## src/rtl/spi_irq_pkg.sv

```systemverilog
package spi_irq_pkg;

    localparam int ST_W = 6;
    localparam int EN_W = 5;

    localparam int ST_PEND   = 0;
    localparam int ST_DONE   = 1;
    localparam int ST_TXLVL  = 2;
    localparam int ST_RXLVL  = 3;
    localparam int ST_TXUND  = 4;
    localparam int ST_RXOVF  = 5;

    localparam int ADDR_STATUS = 0;
    localparam int ADDR_ENABLE = 1;
    localparam int ADDR_THRESH = 2;
    localparam int ADDR_COUNT  = 3;

    typedef struct packed {
        logic [ST_W-1:0] bits;
    } status_state_t;

endpackage

```

## src/rtl/spi_irq_events.sv

```systemverilog
module spi_irq_events
    import spi_irq_pkg::*;
#(
    parameter int DEPTH = 8,
    parameter int CNT_W = $clog2(DEPTH + 1)
) (
    input  logic             xfer_busy,
    input  logic             xfer_done,
    input  logic             tx_pop,
    input  logic             rx_push,
    input  logic [CNT_W-1:0] tx_count,
    input  logic [CNT_W-1:0] rx_count,
    input  logic [CNT_W-1:0] tx_thr,
    input  logic [CNT_W-1:0] rx_thr,
    output logic [ST_W-1:0]  events,
    output logic             rx_accept
);

    localparam logic [CNT_W-1:0] FULL_LVL = CNT_W'(DEPTH);

    logic tx_empty;
    logic rx_full;

    always_comb begin
        tx_empty = (tx_count == '0);
        rx_full  = (rx_count >= FULL_LVL);

        events           = '0;
        events[ST_PEND]  = xfer_busy;
        events[ST_DONE]  = xfer_done;
        events[ST_TXLVL] = (tx_count <= tx_thr);
        events[ST_RXLVL] = (rx_count >= rx_thr);
        events[ST_TXUND] = tx_pop & tx_empty;
        events[ST_RXOVF] = rx_push & rx_full;

        rx_accept = rx_push & ~rx_full;
    end

endmodule

```

## src/rtl/spi_irq_status_reg.sv

```systemverilog
module spi_irq_status_reg
    import spi_irq_pkg::*;
(
    input  logic            clk,
    input  logic            rst_n,
    input  logic [ST_W-1:0] events,
    input  logic            clr_we,
    input  logic [ST_W-1:0] clr_mask,
    output logic [ST_W-1:0] status_q
);

    status_state_t state_d;
    status_state_t state_q;

    always_comb begin
        state_d = state_q;
        if (clr_we) begin
            state_d.bits = state_d.bits & ~clr_mask;
        end
        // setting after clearing lets a same-cycle event survive
        state_d.bits = state_d.bits | events;
    end

    always_ff @(posedge clk or negedge rst_n) begin
        if (!rst_n) begin
            state_q <= '0;
        end else begin
            state_q <= state_d;
        end
    end

    assign status_q = state_q.bits;

endmodule

```

## src/rtl/spi_irq_cfg.sv

```systemverilog
module spi_irq_cfg
    import spi_irq_pkg::*;
#(
    parameter int CNT_W = 4
) (
    input  logic             clk,
    input  logic             rst_n,
    input  logic             en_we,
    input  logic [EN_W-1:0]  en_wdata,
    input  logic             thr_we,
    input  logic [CNT_W-1:0] tx_thr_wdata,
    input  logic [CNT_W-1:0] rx_thr_wdata,
    output logic [EN_W-1:0]  en_q,
    output logic [CNT_W-1:0] tx_thr_q,
    output logic [CNT_W-1:0] rx_thr_q
);

    typedef struct packed {
        logic [EN_W-1:0]  en;
        logic [CNT_W-1:0] tx_thr;
        logic [CNT_W-1:0] rx_thr;
    } cfg_state_t;

    cfg_state_t cfg_d;
    cfg_state_t cfg_q;

    always_comb begin
        cfg_d = cfg_q;
        if (en_we) begin
            cfg_d.en = en_wdata;
        end
        if (thr_we) begin
            cfg_d.tx_thr = tx_thr_wdata;
            cfg_d.rx_thr = rx_thr_wdata;
        end
    end

    always_ff @(posedge clk or negedge rst_n) begin
        if (!rst_n) begin
            cfg_q.en     <= '0;
            cfg_q.tx_thr <= '0;
            cfg_q.rx_thr <= '1;
        end else begin
            cfg_q <= cfg_d;
        end
    end

    assign en_q     = cfg_q.en;
    assign tx_thr_q = cfg_q.tx_thr;
    assign rx_thr_q = cfg_q.rx_thr;

endmodule

```

## src/rtl/spi_irq_unit.sv

```systemverilog
module spi_irq_unit
    import spi_irq_pkg::*;
#(
    parameter int DEPTH  = 8,
    parameter int CNT_W  = $clog2(DEPTH + 1),
    parameter int DATA_W = 32,
    parameter int ADDR_W = 3
) (
    input  logic              clk,
    input  logic              rst_n,
    input  logic [ADDR_W-1:0] reg_addr,
    input  logic              reg_wr,
    input  logic [DATA_W-1:0] reg_wdata,
    output logic [DATA_W-1:0] reg_rdata,
    input  logic              xfer_busy,
    input  logic              xfer_done,
    input  logic              tx_pop,
    input  logic              rx_push,
    input  logic [CNT_W-1:0]  tx_count,
    input  logic [CNT_W-1:0]  rx_count,
    output logic              rx_accept,
    output logic              irq
);

    localparam int PAIR_W = 2 * CNT_W;

    logic             sel_status;
    logic             sel_enable;
    logic             sel_thresh;
    logic             sel_count;
    logic [ST_W-1:0]  events;
    logic [ST_W-1:0]  status_q;
    logic [EN_W-1:0]  en_q;
    logic [CNT_W-1:0] tx_thr_q;
    logic [CNT_W-1:0] rx_thr_q;
    logic [EN_W-1:0]  irq_vec;
    logic             unused_wdata;

    assign sel_status = (reg_addr == ADDR_W'(ADDR_STATUS));
    assign sel_enable = (reg_addr == ADDR_W'(ADDR_ENABLE));
    assign sel_thresh = (reg_addr == ADDR_W'(ADDR_THRESH));
    assign sel_count  = (reg_addr == ADDR_W'(ADDR_COUNT));
    assign unused_wdata = ^reg_wdata[DATA_W-1:PAIR_W];

    spi_irq_events #(
        .DEPTH (DEPTH),
        .CNT_W (CNT_W)
    ) u_events (
        .xfer_busy (xfer_busy),
        .xfer_done (xfer_done),
        .tx_pop    (tx_pop),
        .rx_push   (rx_push),
        .tx_count  (tx_count),
        .rx_count  (rx_count),
        .tx_thr    (tx_thr_q),
        .rx_thr    (rx_thr_q),
        .events    (events),
        .rx_accept (rx_accept)
    );

    spi_irq_status_reg u_status (
        .clk      (clk),
        .rst_n    (rst_n),
        .events   (events),
        .clr_we   (reg_wr & sel_status),
        .clr_mask (reg_wdata[ST_W-1:0]),
        .status_q (status_q)
    );

    spi_irq_cfg #(
        .CNT_W (CNT_W)
    ) u_cfg (
        .clk          (clk),
        .rst_n        (rst_n),
        .en_we        (reg_wr & sel_enable),
        .en_wdata     (reg_wdata[EN_W-1:0]),
        .thr_we       (reg_wr & sel_thresh),
        .tx_thr_wdata (reg_wdata[CNT_W-1:0]),
        .rx_thr_wdata (reg_wdata[PAIR_W-1:CNT_W]),
        .en_q         (en_q),
        .tx_thr_q     (tx_thr_q),
        .rx_thr_q     (rx_thr_q)
    );

    // enable bit i gates status bit i+1; pending (status bit 0) has no enable
    for (genvar i = 0; i < EN_W; i++) begin : g_irq_map
        assign irq_vec[i] = en_q[i] & status_q[i+1];
    end

    assign irq = |irq_vec;

    always_comb begin
        reg_rdata = '0;
        if (sel_status) begin
            reg_rdata[ST_W-1:0] = status_q;
        end else if (sel_enable) begin
            reg_rdata[EN_W-1:0] = en_q;
        end else if (sel_thresh) begin
            reg_rdata[PAIR_W-1:0] = {rx_thr_q, tx_thr_q};
        end else if (sel_count) begin
            reg_rdata[PAIR_W-1:0] = {tx_count, rx_count};
        end
    end

endmodule

```

## config.mk

```make
export PLATFORM = sky130hd
export DESIGN_NAME = spi_irq_unit
export DESIGN_NICKNAME = d
export VERILOG_FILES = /design/src/rtl/spi_irq_pkg.sv /design/src/rtl/spi_irq_events.sv /design/src/rtl/spi_irq_status_reg.sv /design/src/rtl/spi_irq_cfg.sv /design/src/rtl/spi_irq_unit.sv
export SDC_FILE = /design/constraint.sdc
export NUM_CORES = 1
export LEC_CHECK = 0
export BUFFER_PORTS_ARGS = -buffer_cell sky130_fd_sc_hd__clkbuf_2
export CAP_MARGIN = 20
export CORE_AREA = 2 2 59 83
export CTS_CLUSTER_SIZE = 10
export DETAILED_ROUTE_END_ITERATION = 8
export DIE_AREA = 0 0 61 85
export PLACE_DENSITY = 0.59
export SLEW_MARGIN = 20
export SYNTH_ARGS = -nofsm -noshare
export SYNTH_HDL_FRONTEND = slang
export SYNTH_HIERARCHICAL = 1
export SYNTH_SLANG_ARGS = --single-unit
```

## constraint.sdc

```tcl
create_clock -name clk -period 1.7 [get_ports clk]
set_clock_uncertainty 0.1 [all_clocks]
set_input_delay 0.255 -clock clk [delete_from_list [all_inputs] [get_ports clk]]
set_output_delay 0.255 -clock clk [all_outputs]
set_load 0.01 [all_outputs]
```

==> run summary, run 1 <==
ROUTING
------------------------------------------------------------------------------
Vias after detailed routing .....................................         1043
Total wire length after detailed routing ........................      3010 um
Post-detailed-route count of antenna-violating nets .............            0
Average routed wire per standard cell ...........................      12.7 um
Detailed-route DRC error count ..................................            0
Number of vias per cell after detailed routing ..................         4.40
Detailed Route Iter0 Violations .................................           15
First-pass iteration count of the detailed router ...............            4

PLACEMENT
------------------------------------------------------------------------------
Port buffer count ...............................................           35
Global placer's final weighted congestion .......................        0.774
Half-perimeter wire length after placement ......................      2480 um
Cell count after placement ......................................          232

TIMING
------------------------------------------------------------------------------
Final cycle utilization of the critical path ....................        0.958
Fin crit period .................................................      1.63 ns
Number of pins with negative max-slew slack in the final report .            0
Final setup violation count .....................................            0
Number of hold violations in the final report ...................            0
Unrepaired setup endpoints after global routing .................           no
Top achievable clock speed ......................................      614 MHz
Setup TNS .......................................................         0 ns

CRITICAL PATH
------------------------------------------------------------------------------
Crit-path max FO ................................................            3
Maximum single-stage delay on the critical path .................      0.55 ns
Critical path capture point type ................................ primary output
WS Path Type .................................................... flip-flop to primary output
Arrival time at the worst endpoint ..............................      1.27 ns
Slowest CP cell .................................................      dfstp_2
Worst r2r src ................................................... u_cfg/rx_thr_q[0]$_DFFE_PN1P_
Critical Path RT ................................................      1.34 ns
Worst reg2reg setup slack .......................................      0.11 ns
Worst-case reg-to-reg path depth ................................            5
Cells along the critical path ................................... mux2i_1, a211oi_2, buf_2
Critical path startpoint category ...............................    flip-flop
Worst flop-to-flop path endpoint ................................ u_status/status_q[3]$_DFF_PN0_

GRT
------------------------------------------------------------------------------
Initial antenna violation count .................................            0
First-pass GRT wire length ......................................      4930 um
GRT overflow ....................................................            0
Overall global routing resource usage ...........................        0.127
Pin count of the biggest net entering global routing ............           20
Via count of the first global-routing pass ......................         1062

POWER AND IR DROP
------------------------------------------------------------------------------
Cell area power density .........................................   822 mW/mm2
Cell leakage power ..............................................     0.824 nW
Worst VDD drop ..................................................       361 uV
Power, Total ....................................................      1.35 mW

SYNTHESIS
------------------------------------------------------------------------------
Area of the mapped netlist ......................................  0.00144 mm2
Average footprint of a synthesized cell .........................     10.5 um2
Leading cell types by total area after synthesis ................ dfrtp_1, buf_4, mux2i_1
Biggest area consumer among synthesized cells ...................      dfrtp_1
Post-Synthesis Cells ............................................          137
Register bit count reported by yosys ............................           19
Unique cell type count in the Yosys netlist .....................           29
Area share of the largest cell type after synthesis .............        0.260
YS warnings .....................................................            6
Sequential-to-total area share from yosys stat ..................        0.333

MIN PATH
------------------------------------------------------------------------------
Cell depth of the worst min-delay path ..........................            2
Type of the tightest min-delay check ............................ input pin to flip-flop
End point of the most critical hold path ........................ u_status/status_q[1]$_DFF_PN0_
Min-delay src ...................................................    xfer_done

FINAL LAYOUT
------------------------------------------------------------------------------
Share of layout cells above drive strength 1 ....................        0.354
Post-route non-filler standard cell count .......................          237
Most frequent cells in the layout ............................... clkbuf_2, conb_1, dfrtp_1, mux2i_1, inv_1
Most common cell after layout, fill and taps aside ..............     clkbuf_2
Final Net Count .................................................          234
Synth-to-Final Area Change ......................................        13.4%
Antenna fix cells ...............................................            0

CLOCKING
------------------------------------------------------------------------------
Clock-pin transition on the worst setup and hold timing paths ...      0.07 ns
Total CTS buffers ...............................................            3
Root Driver .....................................................     clkbuf_8
Worst skew pair latency .........................................      0.25 ns
CTS max path bufs ...............................................            2
Clock Sink Count ................................................           19
Clock tree from TritonCTS .......................................          yes
H-tree Lvls .....................................................            1

DIE
------------------------------------------------------------------------------
Top-Level Pins ..................................................           84
Initial Util ....................................................        0.323
Die width .......................................................        61 um
Standard cell core area .........................................  0.00446 mm2
Die height ......................................................        85 um
Row count .......................................................           29
Die outline area ................................................  0.00519 mm2

FLOW RUN
------------------------------------------------------------------------------
Max_cap viols ...................................................            0

STATUS
------------------------------------------------------------------------------
Result of the run ...............................................    completed

layout make-up:
class | count | area, um2
fillers | 492 | 2830
flip-flops and latches | 19 | 480
repair buffers | 41 | 223
inverters | 9 | 33.8
well taps | 62 | 77.6
multi-input cells | 102 | 777
clock buffers | 4 | 45.0
sequential cells by signal (all words and copies together), names as in the netlist:
signal,count
u_status/status_q,6
u_cfg/en_q,5
u_cfg/rx_thr_q,4
u_cfg/tx_thr_q,4
where the power goes:
part / switching [mW] / total [mW] / leakage (nW) / internal (mW)
Combinational: 0.198 / 0.422 / 0.594 / 0.224
Clock: 0.141 / 0.307 / 0.0228 / 0.166
Sequential: 0.0690 / 0.616 / 0.207 / 0.547
Total: 0.408 / 1.35 / 0.824 / 0.937
cell usage after synthesis:
| cell | number |
|---|---|
| or2_1 | 1 |
| a21boi_1 | 1 |
| nor4b_1 | 2 |
| a211oi_2 | 1 |
| nand2b_1 | 4 |
| and2_1 | 2 |
| mux2i_1 | 13 |
| conb_1 | 1 |
| nor3b_1 | 1 |
| o22ai_1 | 5 |
| mux2_4 | 8 |
| dfrtp_1 | 15 |
| a222oi_1 | 1 |
| ha_1 | 8 |
| mux2_2 | 5 |
| nor2b_1 | 2 |
| nor4_1 | 1 |
| dfstp_2 | 4 |
| a21oi_1 | 3 |
| inv_1 | 9 |
| buf_4 | 26 |
| buf_6 | 3 |
| a21o_1 | 6 |
| buf_8 | 1 |
| nor2_1 | 2 |
| o21ai_1 | 2 |
| a32o_1 | 1 |
| a22oi_1 | 1 |
| nand2_1 | 8 |
per-stage QoR:
step | hold WS, ns | utilization | cell area [um2] | setup slack, ns
after floorplan | -0.141 | - | 1540 | 0.111
after global placement | 0.135 | 0.354 | 1580 | 0.129
after detailed placement | 0.134 | 0.354 | 1580 | 0.120
after CTS | 0.0703 | 0.367 | 1640 | 0.00368
after global routing | 0.0716 | 0.367 | 1640 | 0.0204
final | 0.0755 | 0.367 | 1640 | 0.0718
kinds of logic after synthesis:
| logic type | after synthesis | synth area share |
|---|---|---|
| compound gates | 21 | 0.103 |
| fa+ha+maj | 8 | 0.0694 |
| buf+inv | 39 | 0.193 |
| flops | 19 | 0.333 |
| mux | 26 | 0.212 |
| other cells | 1 | 0.00260 |
| simple gates | 23 | 0.0867 |
worst max path at each step:
| stage | startpoint | to | slack, ns | cells after the start |
|---|---|---|---|---|
| final | u_cfg/rx_thr_q[1]$_DFFE_PN1P_ | reg_rdata[5] | 0.07 | 3 |
| after global routing | u_cfg/rx_thr_q[1]$_DFFE_PN1P_ | reg_rdata[5] | 0.02 | 3 |
| after CTS | u_cfg/rx_thr_q[1]$_DFFE_PN1P_ | reg_rdata[5] | 0.004 | 3 |
| after detailed placement | u_cfg/rx_thr_q[0]$_DFFE_PN1P_ | u_status/status_q[3]$_DFF_PN0_ | 0.12 | 5 |
| after global placement | reg_addr[2] | u_cfg/tx_thr_q[1]$_DFFE_PN0P_ | 0.13 | 5 |
| after floorplan | reg_addr[1] | u_status/status_q[3]$_DFF_PN0_ | 0.11 | 5 |
routing by layer:
layer  up-vias  track usage  routed length, um
met3         4       0.0107                182
met2        47        0.218               1580
met4         0       0.0593                 44
met5         -            0                  0
met1       492        0.154               1200
li1        500            -                  -
worst max-delay path, delay by kind of cell, from the launching register on:
kind	cells	cell delay, ns
DFF	1	0.55
muxes	1	0.11
AOI/OAI and AO/OA	1	0.20
buffers and inverters	1	0.16
timing repair:
action | CTS | global route
buffers inserted | 0 | 0
hold buffers | 1 | 0
hold endpoints to repair | 15 | 0
endpoints found under the setup margin | 0 | 1
gates resized for setup | 0 | 1
Note: power is estimated with default switching activity, not from simulation.
==> inputs of run 2 (changes only) <==
--- a/config.mk
+++ b/config.mk
@@ -7,11 +7,12 @@
 export LEC_CHECK = 0
 export BUFFER_PORTS_ARGS = -buffer_cell sky130_fd_sc_hd__clkbuf_2
 export CAP_MARGIN = 20
-export CORE_AREA = 2 2 59 83
+export CORE_AREA = 2 2 52 73
 export CTS_CLUSTER_SIZE = 10
 export DETAILED_ROUTE_END_ITERATION = 8
-export DIE_AREA = 0 0 61 85
-export PLACE_DENSITY = 0.59
+export DIE_AREA = 0 0 54 75
+export PLACE_DENSITY = 0.75
+export REMOVE_ABC_BUFFERS = 1
 export SLEW_MARGIN = 20
 export SYNTH_ARGS = -nofsm -noshare
 export SYNTH_HDL_FRONTEND = slang
==> constraint.sdc (replaced) <==
create_clock -name clk -period 1.6 [get_ports clk]
set_clock_uncertainty 0.1 [all_clocks]
set_input_delay 0.24 -clock clk [delete_from_list [all_inputs] [get_ports clk]]
set_output_delay 0.24 -clock clk [all_outputs]
set_load 0.01 [all_outputs]
==> run summary, run 2 (synthesized netlist as in run 1, its figures left out) <==
GRT
------------------------------------------------------------------------------
Overall global routing resource usage ...........................        0.171   +0.0443
GRT overflow ....................................................            0   unchanged
Via count of the first global-routing pass ......................         1058   -0.38%
First-pass GRT wire length ......................................      4870 um   -1.3%
Initial antenna violation count .................................            0   unchanged
Pin count of the biggest net entering global routing ............           20   unchanged

ROUTING
------------------------------------------------------------------------------
Detailed Route Iter0 Violations .................................           16   +1
Vias after detailed routing .....................................         1099   +5.4%
Total wire length after detailed routing ........................      3140 um   +4.3%
Average routed wire per standard cell ...........................      14.5 um   +14%
First-pass iteration count of the detailed router ...............            4   unchanged
Post-detailed-route count of antenna-violating nets .............            0   unchanged
Detailed-route DRC error count ..................................            0   unchanged
Number of vias per cell after detailed routing ..................         5.09   +16%

TIMING
------------------------------------------------------------------------------
Final cycle utilization of the critical path ....................        0.995
Top achievable clock speed ......................................      628 MHz
Fin crit period .................................................      1.59 ns
Number of hold violations in the final report ...................            0   unchanged
Number of pins with negative max-slew slack in the final report .            0   unchanged
Final setup violation count .....................................            0   unchanged
Unrepaired setup endpoints after global routing .................          yes

FINAL LAYOUT
------------------------------------------------------------------------------
Synth-to-Final Area Change ......................................        12.5%
End-of-flow core utilization ....................................        0.480   +0.114
Most common cell after layout, fill and taps aside ..............     clkbuf_2
Share of layout cells above drive strength 1 ....................        0.375   +0.0207
Most frequent cells in the layout ............................... clkbuf_2, conb_1, dfrtp_1, mux2i_1, inv_1
Fill cell total of the finished layout ..........................          338   -31%
Post-route non-filler standard cell count .......................          216   -8.9%
Max reg flops ...................................................            6   unchanged
Final Net Count .................................................          235   +0.43%
Area occupied by multi-input gates ..............................      782 um2   +0.64%
Sequential standard cell area ...................................      480 um2   unchanged
Antenna fix cells ...............................................            0   unchanged

PLACEMENT
------------------------------------------------------------------------------
Port buffer count ...............................................           35   unchanged
Half-perimeter wire length after placement ......................      2430 um   -1.9%
Global placer's final weighted congestion .......................        0.807   +4.3%
Cell count after placement ......................................          211   -9.1%

CRITICAL PATH
------------------------------------------------------------------------------
Critical Path RT ................................................      1.26 ns   -0.08 ns
Number of buffers and inverters on the critical path ............            1   unchanged
Cell class contributing the biggest share of worst-path delay ...   flip-flops
Cells along the critical path ................................... mux2i_2, a211oi_2, buf_2
Maximum single-stage delay on the critical path .................      0.55 ns   about the same
Critical path capture point type ................................ primary output
Crit-path max FO ................................................            3   unchanged
Arrival time at the worst endpoint ..............................      1.25 ns   -0.02 ns
Critical path startpoint category ...............................    flip-flop
Slowest CP cell .................................................      dfstp_2
WS Path Type .................................................... flip-flop to primary output

CLOCKING
------------------------------------------------------------------------------
Root Driver .....................................................     clkbuf_8
Clock Sink Count ................................................           19   unchanged
Worst skew pair latency .........................................      0.26 ns   about the same
Total CTS buffers ...............................................            3   unchanged
CTS max path bufs ...............................................            2   unchanged
Clock tree from TritonCTS .......................................          yes
H-tree Lvls .....................................................            1   unchanged
Clock-pin transition on the worst setup and hold timing paths ...      0.08 ns   about the same
Buffer count from post-CTS setup fixing .........................            0   unchanged

POWER AND IR DROP
------------------------------------------------------------------------------
Cell leakage power ..............................................     0.829 nW   +0.65%
Worst VDD drop ..................................................       626 uV   +73%
Cell area power density .........................................   915 mW/mm2   +11%

DIE
------------------------------------------------------------------------------
Top-Level Pins ..................................................           84   unchanged
Die height ......................................................        75 um   -12%
Die width .......................................................        54 um   -11%
Die outline area ................................................  0.00405 mm2   -22%
Standard cell core area .........................................  0.00338 mm2   -24%
Initial Util ....................................................        0.427   +0.104
Row count .......................................................           25   -14%

MIN PATH
------------------------------------------------------------------------------
Type of the tightest min-delay check ............................ input pin to flip-flop

STATUS
------------------------------------------------------------------------------
Result of the run ...............................................    completed

FLOW RUN
------------------------------------------------------------------------------
Max_cap viols ...................................................            0   unchanged

run 2: worst register-to-register path: stages (launching register included):
cell	delay, ns
dfstp_2	0.55
ha_1	0.23
nand2b_1	0.16
a21oi_2	0.15
o21ai_1	0.09
a21o_1	0.15
run 2: layer usage:
metal  vias up  GRT usage  wire [um]
met5         -          0          0
met4         0      0.114        125
met3        11     0.0119        188
met2        66      0.295       1570
met1       513      0.198       1260
li1        509          -          -
run 2: what timing repair did:
item / 4_1_cts / 5_1_grt
endpoints found under the hold margin: 15 / 0
pin swaps: 1 / 3
resized for setup: 1 / 4
hold buffers: 1 / 0
setup endpoints to repair: 1 / 5
run 2: path summary, 6_finish.rpt:
path,start,to,slack (ns),depth (start not counted)
max,u_cfg/rx_thr_q[1]$_DFFE_PN1P_,reg_rdata[5],0.008,3
min,xfer_busy,u_status/status_q[0]$_DFF_PN0_,0.05,2
max reg2reg,u_cfg/rx_thr_q[0]$_DFFE_PN1P_,u_status/status_q[3]$_DFF_PN0_,0.05,5
min reg2reg,u_status/status_q[0]$_DFF_PN0_,u_status/status_q[0]$_DFF_PN0_,0.39,1
max in group asynchronous,rst_n,u_cfg/rx_thr_q[3]$_DFFE_PN1P_,0.69,2
min in group asynchronous,rst_n,u_cfg/tx_thr_q[1]$_DFFE_PN0P_,0.35,2
run 2: layout make-up:
cell class	count	share of cell area
Clock buffer	3	0.0254
Clock inverter	1	0.00308
Inverter	9	0.0208
Multi-Input combinational cell	102	0.482
Sequential cell	19	0.296
Tap cell	40	0.0308
Timing Repair Buffer	42	0.142
run 2: where the power goes:
group / switching [mW] / internal [mW] / total [mW]
Combinational: 0.227 / 0.254 / 0.481
Sequential: 0.0815 / 0.582 / 0.663
Clock: 0.167 / 0.174 / 0.341
run 2: stage by stage:
step / power [mW] / setup TNS, ns / area [um2] / setup WS [ns] / hold slack, ns
floorplan: 0.946 / -3.01 / 1280 / -0.397 / -0.156
global placement: 1.10 / 0 / 1560 / 0.00269 / 0.112
detailed placement: 1.13 / 0 / 1560 / 0.00296 / 0.122
CTS: 1.48 / -0.000803 / 1620 / -0.000803 / 0.0435
global route: 1.57 / -0.125 / 1620 / -0.0443 / 0.0517
finish: 1.48 / 0 / 1620 / 0.00769 / 0.0453
